File: src/rtl/sfh_pkg.sv
package sfh_pkg;
  // register byte offsets
  localparam logic [7:0] OFS_CTRL   = 8'h00;
  localparam logic [7:0] OFS_CFG    = 8'h04;
  localparam logic [7:0] OFS_DOUT   = 8'h08;
  localparam logic [7:0] OFS_DIN    = 8'h0C;
  localparam logic [7:0] OFS_INSTR  = 8'h10;
  localparam logic [7:0] OFS_ADDR   = 8'h14;
  localparam logic [7:0] OFS_RDMODE = 8'h18;
  localparam logic [7:0] OFS_HDR    = 8'h1C;
  localparam logic [7:0] OFS_DCNT   = 8'h20;

  // configuration bit positions
  localparam int CFG_FLUSH = 9;
  localparam int CFG_MODE  = 10;
  localparam int CFG_DIR   = 13;
  localparam int CFG_STOP  = 14;
  localparam int CFG_START = 15;

  typedef enum logic [2:0] {
    SEQ_IDLE, SEQ_INS, SEQ_ADR, SEQ_DAT, SEQ_HOLD
  } seq_state_e;
endpackage

File: src/rtl/sfh_fifo.sv
module sfh_fifo #(
  parameter int W     = 8,
  parameter int DEPTH = 8
) (
  input  logic         clk,
  input  logic         rst_n,
  input  logic         flush,
  input  logic         push,
  input  logic [W-1:0] wdata,
  input  logic         pop,
  output logic [W-1:0] rdata,
  output logic         empty,
  output logic         full
);
  localparam int AW = $clog2(DEPTH);

  logic [W-1:0] mem [DEPTH];
  logic [AW:0]  wp_q, rp_q, wp_d, rp_d;
  logic         do_push, do_pop;

  assign empty   = (wp_q == rp_q);
  assign full    = (wp_q[AW] != rp_q[AW]) && (wp_q[AW-1:0] == rp_q[AW-1:0]);
  assign do_push = push && !full && !flush;
  assign do_pop  = pop && !empty && !flush;
  assign rdata   = mem[rp_q[AW-1:0]];

  always_comb begin
    wp_d = wp_q;
    rp_d = rp_q;
    if (flush) begin
      wp_d = '0;
      rp_d = '0;
    end else begin
      if (do_push) wp_d = wp_q + 1'b1;
      if (do_pop)  rp_d = rp_q + 1'b1;
    end
  end

  always_ff @(posedge clk or negedge rst_n) begin
    if (!rst_n) begin
      wp_q <= '0;
      rp_q <= '0;
    end else begin
      wp_q <= wp_d;
      rp_q <= rp_d;
    end
  end

  always_ff @(posedge clk) begin
    if (do_push) mem[wp_q[AW-1:0]] <= wdata;
  end
endmodule

File: src/rtl/sfh_shift.sv
module sfh_shift #(
  parameter int DIV = 4   // even, at least 2
) (
  input  logic       clk,
  input  logic       rst_n,
  input  logic       go,
  input  logic [7:0] tx,
  output logic       busy,
  output logic       done,
  output logic [7:0] rx,
  output logic       sck,
  output logic       mosi,
  input  logic       miso
);
  localparam int HALF = DIV / 2;
  localparam int CW   = (DIV > 2) ? $clog2(DIV) : 1;
  localparam logic [CW-1:0] CNT_RISE = CW'(HALF - 1);
  localparam logic [CW-1:0] CNT_LAST = CW'(DIV - 1);

  logic          busy_q, busy_d;
  logic [CW-1:0] cnt_q, cnt_d;
  logic [2:0]    bit_q, bit_d;
  logic [7:0]    tx_q, tx_d, rx_q, rx_d;

  assign busy = busy_q;
  assign done = busy_q && (cnt_q == CNT_LAST) && (bit_q == 3'd7);
  assign rx   = rx_q;
  assign sck  = busy_q && (cnt_q >= CW'(HALF));
  assign mosi = busy_q && tx_q[7];

  always_comb begin
    busy_d = busy_q;
    cnt_d  = cnt_q;
    bit_d  = bit_q;
    tx_d   = tx_q;
    rx_d   = rx_q;
    if (!busy_q) begin
      if (go) begin
        busy_d = 1'b1;
        cnt_d  = '0;
        bit_d  = '0;
        tx_d   = tx;
      end
    end else begin
      if (cnt_q == CNT_RISE) rx_d = {rx_q[6:0], miso};
      if (cnt_q == CNT_LAST) begin
        cnt_d = '0;
        tx_d  = {tx_q[6:0], 1'b0};
        if (bit_q == 3'd7) busy_d = 1'b0;
        else               bit_d  = bit_q + 3'd1;
      end else begin
        cnt_d = cnt_q + 1'b1;
      end
    end
  end

  always_ff @(posedge clk or negedge rst_n) begin
    if (!rst_n) begin
      busy_q <= 1'b0;
      cnt_q  <= '0;
      bit_q  <= '0;
      tx_q   <= '0;
      rx_q   <= '0;
    end else begin
      busy_q <= busy_d;
      cnt_q  <= cnt_d;
      bit_q  <= bit_d;
      tx_q   <= tx_d;
      rx_q   <= rx_d;
    end
  end
endmodule

File: src/rtl/sfh_host.sv
module sfh_host
  import sfh_pkg::*;
#(
  parameter int ADDR_W     = 8,
  parameter int CLK_DIV    = 4,
  parameter int FIFO_DEPTH = 8,
  parameter int CNT_W      = 16
) (
  input  logic              clk,
  input  logic              rst_n,
  input  logic [ADDR_W-1:0] bus_addr,
  input  logic              bus_we,
  input  logic              bus_re,
  input  logic [31:0]       bus_wdata,
  output logic [31:0]       bus_rdata,
  output logic              cs_n,
  output logic              sck,
  output logic              mosi,
  input  logic              miso
);
  // reset: asynchronous assert, synchronous release
  logic [1:0] rst_sync_q;
  logic       rst_ni;
  always_ff @(posedge clk or negedge rst_n) begin
    if (!rst_n) rst_sync_q <= 2'b00;
    else        rst_sync_q <= {rst_sync_q[0], 1'b1};
  end
  assign rst_ni = rst_sync_q[1];

  // bus decode
  logic wr_ctrl, wr_cfg, wr_dout, wr_instr, wr_addr, wr_rdm, wr_hdr, wr_dcnt, rd_din;
  assign wr_ctrl  = bus_we && (bus_addr == ADDR_W'(OFS_CTRL));
  assign wr_cfg   = bus_we && (bus_addr == ADDR_W'(OFS_CFG));
  assign wr_dout  = bus_we && (bus_addr == ADDR_W'(OFS_DOUT));
  assign wr_instr = bus_we && (bus_addr == ADDR_W'(OFS_INSTR));
  assign wr_addr  = bus_we && (bus_addr == ADDR_W'(OFS_ADDR));
  assign wr_rdm   = bus_we && (bus_addr == ADDR_W'(OFS_RDMODE));
  assign wr_hdr   = bus_we && (bus_addr == ADDR_W'(OFS_HDR));
  assign wr_dcnt  = bus_we && (bus_addr == ADDR_W'(OFS_DCNT));
  assign rd_din   = bus_re && (bus_addr == ADDR_W'(OFS_DIN));

  // register state
  logic             cs_en_q, cs_dly_q, dir_q, start_q, stop_q, flush_q;
  logic [2:0]       mode_q;
  logic [31:0]      instr_q, addr_q;
  logic [7:0]       rdmode_q;
  logic [3:0]       nins_q;
  logic [1:0]       nadr_q;
  logic [CNT_W-1:0] dcnt_q;

  // sequencer state
  seq_state_e       st_q, st_d;
  logic [3:0]       ins_left_q, ins_left_d;
  logic [1:0]       adr_left_q, adr_left_d;
  logic [CNT_W-1:0] xcnt_q, xcnt_d;
  logic             rd_infl_q, rd_infl_d;

  // datapath links
  logic       eng_go, eng_busy, eng_done;
  logic [7:0] eng_tx, eng_rx;
  logic       wf_pop, wf_empty, wf_full, rf_push, rf_empty, rf_full;
  logic [7:0] wf_rdata, rf_rdata;
  logic       finish, stop_eff, ready;
  logic [3:0] ins_idx;
  logic [1:0] adr_idx;

  assign stop_eff = stop_q || !cs_en_q;
  assign ready    = (cs_en_q == cs_dly_q) && !eng_busy;
  assign rf_push  = eng_done && rd_infl_q;
  assign ins_idx  = ins_left_q - 4'd1;
  assign adr_idx  = adr_left_q - 2'd1;
  assign cs_n     = !cs_en_q;

  sfh_fifo #(.W(8), .DEPTH(FIFO_DEPTH)) u_wfifo (
    .clk(clk), .rst_n(rst_ni), .flush(flush_q),
    .push(wr_dout), .wdata(bus_wdata[7:0]),
    .pop(wf_pop), .rdata(wf_rdata), .empty(wf_empty), .full(wf_full)
  );

  sfh_fifo #(.W(8), .DEPTH(FIFO_DEPTH)) u_rfifo (
    .clk(clk), .rst_n(rst_ni), .flush(flush_q),
    .push(rf_push), .wdata(eng_rx),
    .pop(rd_din), .rdata(rf_rdata), .empty(rf_empty), .full(rf_full)
  );

  sfh_shift #(.DIV(CLK_DIV)) u_shift (
    .clk(clk), .rst_n(rst_ni), .go(eng_go), .tx(eng_tx),
    .busy(eng_busy), .done(eng_done), .rx(eng_rx),
    .sck(sck), .mosi(mosi), .miso(miso)
  );

  // sequencer next state
  always_comb begin
    st_d       = st_q;
    ins_left_d = ins_left_q;
    adr_left_d = adr_left_q;
    xcnt_d     = xcnt_q;
    rd_infl_d  = eng_done ? 1'b0 : rd_infl_q;
    eng_go     = 1'b0;
    eng_tx     = 8'h00;
    wf_pop     = 1'b0;
    finish     = 1'b0;
    unique case (st_q)
      SEQ_IDLE: if (start_q) begin
        if (!cs_en_q) finish = 1'b1;
        else begin
          ins_left_d = nins_q;
          adr_left_d = nadr_q;
          xcnt_d     = '0;
          st_d = (nins_q != 4'd0) ? SEQ_INS : (nadr_q != 2'd0) ? SEQ_ADR : SEQ_DAT;
        end
      end
      SEQ_INS: if (!eng_busy) begin
        eng_go     = 1'b1;
        eng_tx     = 8'(instr_q >> {ins_idx, 3'b000});
        ins_left_d = ins_idx;
        if (ins_left_q == 4'd1) st_d = (nadr_q != 2'd0) ? SEQ_ADR : SEQ_DAT;
      end
      SEQ_ADR: if (!eng_busy) begin
        eng_go     = 1'b1;
        eng_tx     = 8'(addr_q >> {adr_idx, 3'b000});
        adr_left_d = adr_idx;
        if (adr_left_q == 2'd1) st_d = SEQ_DAT;
      end
      SEQ_DAT: if (!eng_busy) begin
        if (dir_q) begin
          if (!wf_empty) begin
            eng_go = 1'b1;
            eng_tx = wf_rdata;
            wf_pop = 1'b1;
          end else if (stop_eff) finish = 1'b1;
        end else if (stop_eff) finish = 1'b1;
        else if ((dcnt_q != '0) && (xcnt_q == dcnt_q)) st_d = SEQ_HOLD;
        else if (!rf_full) begin
          eng_go    = 1'b1;
          rd_infl_d = 1'b1;
          xcnt_d    = xcnt_q + 1'b1;
        end
      end
      SEQ_HOLD: if (stop_eff) finish = 1'b1;
      default: st_d = SEQ_IDLE;
    endcase
    if (finish) st_d = SEQ_IDLE;
  end

  always_ff @(posedge clk or negedge rst_ni) begin
    if (!rst_ni) begin
      st_q       <= SEQ_IDLE;
      ins_left_q <= '0;
      adr_left_q <= '0;
      xcnt_q     <= '0;
      rd_infl_q  <= 1'b0;
    end else begin
      st_q       <= st_d;
      ins_left_q <= ins_left_d;
      adr_left_q <= adr_left_d;
      xcnt_q     <= xcnt_d;
      rd_infl_q  <= rd_infl_d;
    end
  end

  // register file
  always_ff @(posedge clk or negedge rst_ni) begin
    if (!rst_ni) begin
      cs_en_q  <= 1'b0;
      cs_dly_q <= 1'b0;
      dir_q    <= 1'b0;
      mode_q   <= '0;
      start_q  <= 1'b0;
      stop_q   <= 1'b0;
      flush_q  <= 1'b0;
      instr_q  <= '0;
      addr_q   <= '0;
      rdmode_q <= '0;
      nins_q   <= '0;
      nadr_q   <= '0;
      dcnt_q   <= '0;
    end else begin
      cs_dly_q <= cs_en_q;
      flush_q  <= wr_cfg && bus_wdata[CFG_FLUSH];
      if (wr_ctrl) cs_en_q <= bus_wdata[0];
      if (wr_cfg) begin
        dir_q  <= bus_wdata[CFG_DIR];
        mode_q <= bus_wdata[CFG_MODE +: 3];
      end
      if (finish) begin
        start_q <= 1'b0;
        stop_q  <= 1'b0;
      end else begin
        if (wr_cfg && bus_wdata[CFG_START] && cs_en_q) start_q <= 1'b1;
        if (wr_cfg && bus_wdata[CFG_STOP] && start_q)  stop_q  <= 1'b1;
      end
      if (wr_instr) instr_q  <= bus_wdata;
      if (wr_addr)  addr_q   <= bus_wdata;
      if (wr_rdm)   rdmode_q <= bus_wdata[7:0];
      if (wr_hdr) begin
        nins_q <= bus_wdata[3:0];
        nadr_q <= bus_wdata[5:4];
      end
      if (wr_dcnt) dcnt_q <= bus_wdata[CNT_W-1:0];
    end
  end

  // read mux
  always_comb begin
    bus_rdata = '0;
    unique case (bus_addr)
      ADDR_W'(OFS_CTRL):   bus_rdata = {24'd0, wf_full, wf_empty, 1'b0, rf_empty, 2'b00, ready, cs_en_q};
      ADDR_W'(OFS_CFG):    bus_rdata = {16'd0, start_q, stop_q, dir_q, mode_q, flush_q, 9'd0};
      ADDR_W'(OFS_DIN):    bus_rdata = rf_empty ? 32'd0 : {24'd0, rf_rdata};
      ADDR_W'(OFS_INSTR):  bus_rdata = instr_q;
      ADDR_W'(OFS_ADDR):   bus_rdata = addr_q;
      ADDR_W'(OFS_RDMODE): bus_rdata = {24'd0, rdmode_q};
      ADDR_W'(OFS_HDR):    bus_rdata = {26'd0, nadr_q, nins_q};
      ADDR_W'(OFS_DCNT):   bus_rdata = 32'(dcnt_q);
      default:             bus_rdata = '0;
    endcase
  end
endmodule

File: config.mk
export PLATFORM = sky130hd
export DESIGN_NAME = sfh_host
export DESIGN_NICKNAME = d
export VERILOG_FILES = /design/src/rtl/sfh_pkg.sv /design/src/rtl/sfh_fifo.sv /design/src/rtl/sfh_shift.sv /design/src/rtl/sfh_host.sv
export SDC_FILE = /design/constraint.sdc
export NUM_CORES = 1
export LEC_CHECK = 0
export CAP_MARGIN = 20
export CORE_ASPECT_RATIO = 0.75
export CORE_UTILIZATION = 64
export DETAILED_ROUTE_END_ITERATION = 8
export PLACE_DENSITY = 0.83
export SYNTH_ARGS = -nofsm -noshare
export SYNTH_HDL_FRONTEND = slang
export SYNTH_SLANG_ARGS = --single-unit
File: constraint.sdc
create_clock -name clk -period 11.8 [get_ports clk]
set_clock_uncertainty 0.2 [all_clocks]
set_input_delay 2.36 -clock clk [delete_from_list [all_inputs] [get_ports clk]]
set_output_delay 2.36 -clock clk [all_outputs]
set_load 0.1 [all_outputs]
==> results.cfg, run 1 <==
[timing]
setup_viol = 0
period_minus_slack_ps = 8540
max_freq_mhz = 117
hold_violations = 0
tightest_slew_ps = 1040
worst_slack_ps = 3260
relSlewSlack = 0.303
hold_slack_ps = 139
final_max_slew_viol_count = 0
setup_tns_ps = 0
fin_crit_sh = 0.724
rsz0062_at_grt = no

[synth]
synth.top_cells.by_count = dfrtp_1 (169), edfxtp_1 (128), mux2_2 (124), nor2_1 (62), nand2_1 (58)
ys.flop_type = dfrtp_1
yosysMostFrequentCell = dfrtp_1
syn_area_mm2 = 0.0138
synth_top_area_cell = dfrtp_1
synth_edf_count = 128
ys_ff_latch = 297
yosys_warnings = 0
yosysUniqueCellTypes = 68
syn_area_per_cell_um2 = 14.0
synth_top_area_share = 0.306
seq_area_frac_synth = 0.583
syn-num-nets = 1045
async_flop_share = 0.569
netlist_instances = 987
synth_area_leaders = dfrtp_1 (31%), edfxtp_1 (28%), mux2_2 (10%)

[worst_setup_path]
r2r-start = u_rfifo.rp_q[1]
critical_path_class = input pin to output pin
reg2reg_depth = 5
worstSetupEndpoint = bus_rdata[5]
startpoint = bus_addr[2]
critical_path.max_stage_delay_ps = 1160
cp-start-kind = input pin
cp.depth = 7
cp_cell_sequence = clkdlybuf4s50_1, nor4_1, and4b_1, a222oi_1, and3_1, o21ai_0, clkdlybuf4s50_1
cp.required_ps = 9240
worstSetupEndpointType = output pin
timing.rr.end = u_rfifo.mem[0][2]
cp.arrival_ps = 5980
crit_top_cell = clkdlybuf4s50_1
cp_slowest_cell = clkdlybuf4s50_1
path_buf_inv = 2
cp_top_family = buffers and inverters
rrSetupSlack_ps = 8350
cp_max_fo = 17

[cts]
cts_hold_buf = 0
cts_tree = built
cts_setup_buffers = 0
clkTransAtPathRegs_ps = 70
clk_path_buf_depth = 3
cts_inserted_buffers = 27
insertion_delay_ps = 530
cts_root_buf = clkbuf_16
cts_resized = 0
cts.sinks = 297
htree_levels = 1

[layout]
multi_input_area_mm2 = 0.00545
fill_cells = 1331
area_delta_synth_final_pct = 14.2
layout.area.seq_mm2 = 0.00808
fin_nets = 1115
fin_area_mm2 = 0.0158
final_layout_size_suffix_gt1_frac = 0.232
layout.cells.non_filler = 1365
antennaDiodeCount = 0

[drt]
vias = 9092
dr.pass1.iters = 6
drc = 0
avgRoutedWirePerCell_um = 25.1
vias_per_cell = 6.66
ant_nets = 0
totalWireLength_um = 34300
drtIter0Drc = 934

[grt]
grt_util_met2 = 0.486
grt_pass1_wl_um = 53300
overflow = 0
busiest_layer = met2
met1_usage = 0.485
grt_util_all_layers = 0.326
antenna_found_initial = 0
grt_pass1_vias = 8959
grt_max_degree = 83
use_met3 = 0.0635

[run]
drv_cap = 0

[pwr]
ir_worst_vdd_mv = 0.115
p_leak_nw = 6.25
power_density_mw_per_mm2 = 165

[run_status]
status = finished, final reports clean

[floorplan]
dieArea_mm2 = 0.0222
initial_core_util = 0.653
dieWidth_um = 172
die_y_um = 129
placementRows = 46
io_pins = 80
core_area_mm2 = 0.0212

[placed_design]
port_buffers = 79
dpl.hpwl_um = 23200
place_inst = 1314
pre_cts_slack_ps = 3320
dpl-instance-area_mm2 = 0.0148
finalWeightedCongestion = 0.866

[hold_path]
hp-class = flop to async pin
kinds of logic (layout without fill, tap and decap cells):
group	Yosys count	in the layout	synth area share
simple gates	241	241	0.0890
other cells	1	1	0.000271
fa+ha+maj	13	13	0.0118
mux	191	191	0.193
xor+xnor	42	42	0.0266
buf+inv	69	159	0.0240
compound gates	133	133	0.0724
flops	297	297	0.583
registers in the layout (all words and copies together), names as in the netlist, 4 cells and up:
register and cells:
u_wfifo.mem 64, addr_q 32, dcnt_q 16, u_wfifo.rp_q 4, u_rfifo.mem 64, xcnt_q 16, instr_q 32, u_shift.rx 8
u_shift.tx_q 8, nins_q 4, ins_left_q 4, u_wfifo.wp_q 4, rdmode_q 8, u_rfifo.rp_q 4, u_rfifo.wp_q 4
worst reg2reg max path, stage by stage, from the launching register on:
cell and delay (ps):
dfrtp_1 1000, xnor2_1 310, nand4_1 210, nand3_1 150, or3_1 410, nor3_2 790
cell usage in the layout (no fill, tap or decap), types with 9 or more instances in the layout:
master and count:
clkdlybuf4s50_1 79, nor4_1 9, o21ai_0 13, a31oi_1 11, o31ai_1 10, a21oi_1 25
nand2b_1 13, and3_1 13, buf_4 14, nor2_1 61, edfxtp_1 128, nand2_1 58
mux2i_1 19, ha_1 13, a22o_1 26, nor3_1 13, xnor2_1 31, mux2_2 124
dfrtp_1 168, xor2_1 11, nand4_1 19, mux4_2 48, nand3_1 18, inv_1 15
clkbuf_16 27
how the worst min path moves through the flow:
stage / endpoint / depth (start not counted) / slack, ps
floorplan: rst_sync_q[1] / 0 / 130
global placement: rst_sync_q[1] / 0 / 140
detailed placement: rst_sync_q[1] / 0 / 140
CTS: instr_q[22] / 0 / 160
global route: rst_sync_q[1] / 0 / 170
finish: instr_q[22] / 0 / 140
per-layer routing:
layer / vias up / part of all wire
met1: 4660 / 0.43
met3: 77 / 0.088
met2: 435 / 0.45
li1: 3920 / -
met4: 0 / 0.034
met5: - / 0
final cells by class:
type                            instances  area share
Clock buffer                           35      0.0480
Multi-Input combinational cell        621       0.345
Sequential cell                       297       0.511
Inverter                               15     0.00356
Clock inverter                         14      0.0111
Timing Repair Buffer                   95      0.0591
Tap cell                              288      0.0228
power breakdown:
group	total [mW]	internal, mW	switching (mW)
clock	0.923	0.541	0.382
combinational	0.406	0.178	0.227
sequential	1.28	1.17	0.111
total	2.61	1.89	0.720
through the flow:
step,total power [mW],util
2_1_floorplan,1.57,-
3_3_place_gp,1.68,0.701
3_5_place_dp,1.70,0.701
4_1_cts,2.61,0.745
5_1_grt,2.71,0.747
6_report,2.61,0.747
(Power assumes the default switching activity.)
==> inputs of run 2 (changes only) <==
Settings changed: CORE_UTILIZATION 64 to 54, PLACE_DENSITY 0.83 to 0.74.
Clock period 11.8 ns to 6.95 ns, I/O delays scaled along.
==> run 2 against run 1 <==
Compared with the run above: combinational power is 69% higher; die area rose by 18%; largest cell class unchanged; largest power group unchanged; highest routed layer unchanged; wire length decreased by 0.87%; critical endpoint is now bus_rdata[6].
==> results.cfg, run 2 (synthesized netlist as in run 1, its figures left out) <==
[cts]
cts.sinks = 297
cts_setup_buffers = 0
clk_path_buf_depth = 3
insertion_delay_ps = 560
cts_root_buf = clkbuf_16
clkTransAtPathRegs_ps = 60
htree_levels = 1
cts_tree = built
cts_inserted_buffers = 29
cts_hold_buf = 0
cts_resized = 0

[worst_setup_path]
cp.arrival_ps = 4220
critical_path_class = input pin to output pin
cp.required_ps = 5360
critical_path.max_stage_delay_ps = 800
worstSetupEndpointType = output pin
cp_cell_sequence = clkdlybuf4s50_1, nor4_1, and4b_1, a222oi_1, and3_1, o21ai_0, buf_4
cp_max_fo = 17
startpoint = bus_addr[2]
cp_slowest_cell = and4b_1
rrSetupSlack_ps = 3600
r2r-start = u_rfifo.rp_q[1]
cp-start-kind = input pin

[grt]
grt_max_degree = 73
grt_util_all_layers = 0.265
grt_pass1_vias = 8834
grt_pass1_wl_um = 53000
overflow = 0
antenna_found_initial = 0

[placed_design]
port_buffers = 79
pre_cts_slack_ps = 1190
finalWeightedCongestion = 0.881
dpl.hpwl_um = 23600

[floorplan]
die_y_um = 141
dieWidth_um = 187
placementRows = 50
core_area_mm2 = 0.0251
io_pins = 80
dieArea_mm2 = 0.0263
initial_core_util = 0.552

[layout]
final_cell_mix = dfrtp_1 (168), edfxtp_1 (128), mux2_2 (124)
final_layout_size_suffix_gt1_frac = 0.267
mostFrequentLayoutCell = dfrtp_1
antennaDiodeCount = 0
fin_nets = 1115
fill_cells = 1889
area_delta_synth_final_pct = 14.5

[hold_path]
hp-class = flop to async pin

[drt]
dr.pass1.iters = 7
drc = 0
avgRoutedWirePerCell_um = 24.0
vias_per_cell = 6.33
vias = 8982
drtIter0Drc = 952
ant_nets = 0
totalWireLength_um = 34000

[pwr]
power_density_mw_per_mm2 = 286
p_leak_nw = 6.35
ir_worst_vdd_mv = 0.193
power_mw = 4.53

[timing]
setup_tns_ps = 0
hold_violations = 0
final_max_slew_viol_count = 0
tightest_slew_ps = 1000
period_minus_slack_ps = 5810
relSlewSlack = 0.328
max_freq_mhz = 172
setup_viol = 0
worst_slack_ps = 1140
rsz0062_at_grt = no
fin_crit_sh = 0.836

[run_status]
status = finished, final reports clean

[run]
drv_cap = 0
run 2: per-layer routing:
metal  GRT usage  part of all wire
met1       0.405              0.46
met2       0.395              0.44
met3      0.0473             0.070
met4      0.0664             0.026
met5           0                 0
run 2: final cells by class:
cell class,instances,area (um2),area share
Timing Repair Buffer,93,816,0.0515
Multi-Input combinational cell,621,5450,0.344
Sequential cell,297,8080,0.510
Clock inverter,15,184,0.0116
Inverter,15,56.3,0.00355
Tap cell,338,423,0.0267
Clock buffer,39,837,0.0528
run 2: critical path: cells and delay by family:
family          cells  cell delay, ps
simple gates        3            1590
buf+inv             2             930
compound gates      2             310
run 2: path summary, 6_finish.rpt:
check                                    endpoint  cells after the start
worst max-delay path                 bus_rdata[6]                      7
worst min-delay path                   addr_q[30]                      0
worst max register to register  u_rfifo.mem[4][5]                      5
worst min register to register         addr_q[30]                      0
max in group asynchronous           u_shift.rx[5]                      1
min in group clk                    rst_sync_q[1]                      0
run 2: power breakdown:
part           switching, mW  internal (mW)
Sequential             0.186           1.99
Clock                  0.675          0.993
Combinational          0.386          0.300
Total                   1.25           3.29
run 2: per-stage QoR:
| stage | instance area, um2 | util | hold WS, ps | cells |
|---|---|---|---|---|
| 2_1_floorplan | 13800 | - | 131 | 987 |
| 3_3_place_gp | 14800 | 0.591 | 71.4 | 1364 |
| 3_5_place_dp | 14800 | 0.591 | 68.8 | 1364 |
| 4_1_cts | 15800 | 0.632 | 74.5 | 1418 |
| 5_1_grt | 15800 | 0.632 | 99.9 | 1418 |
| 6_report | 15800 | 0.632 | 56.4 | 1418 |
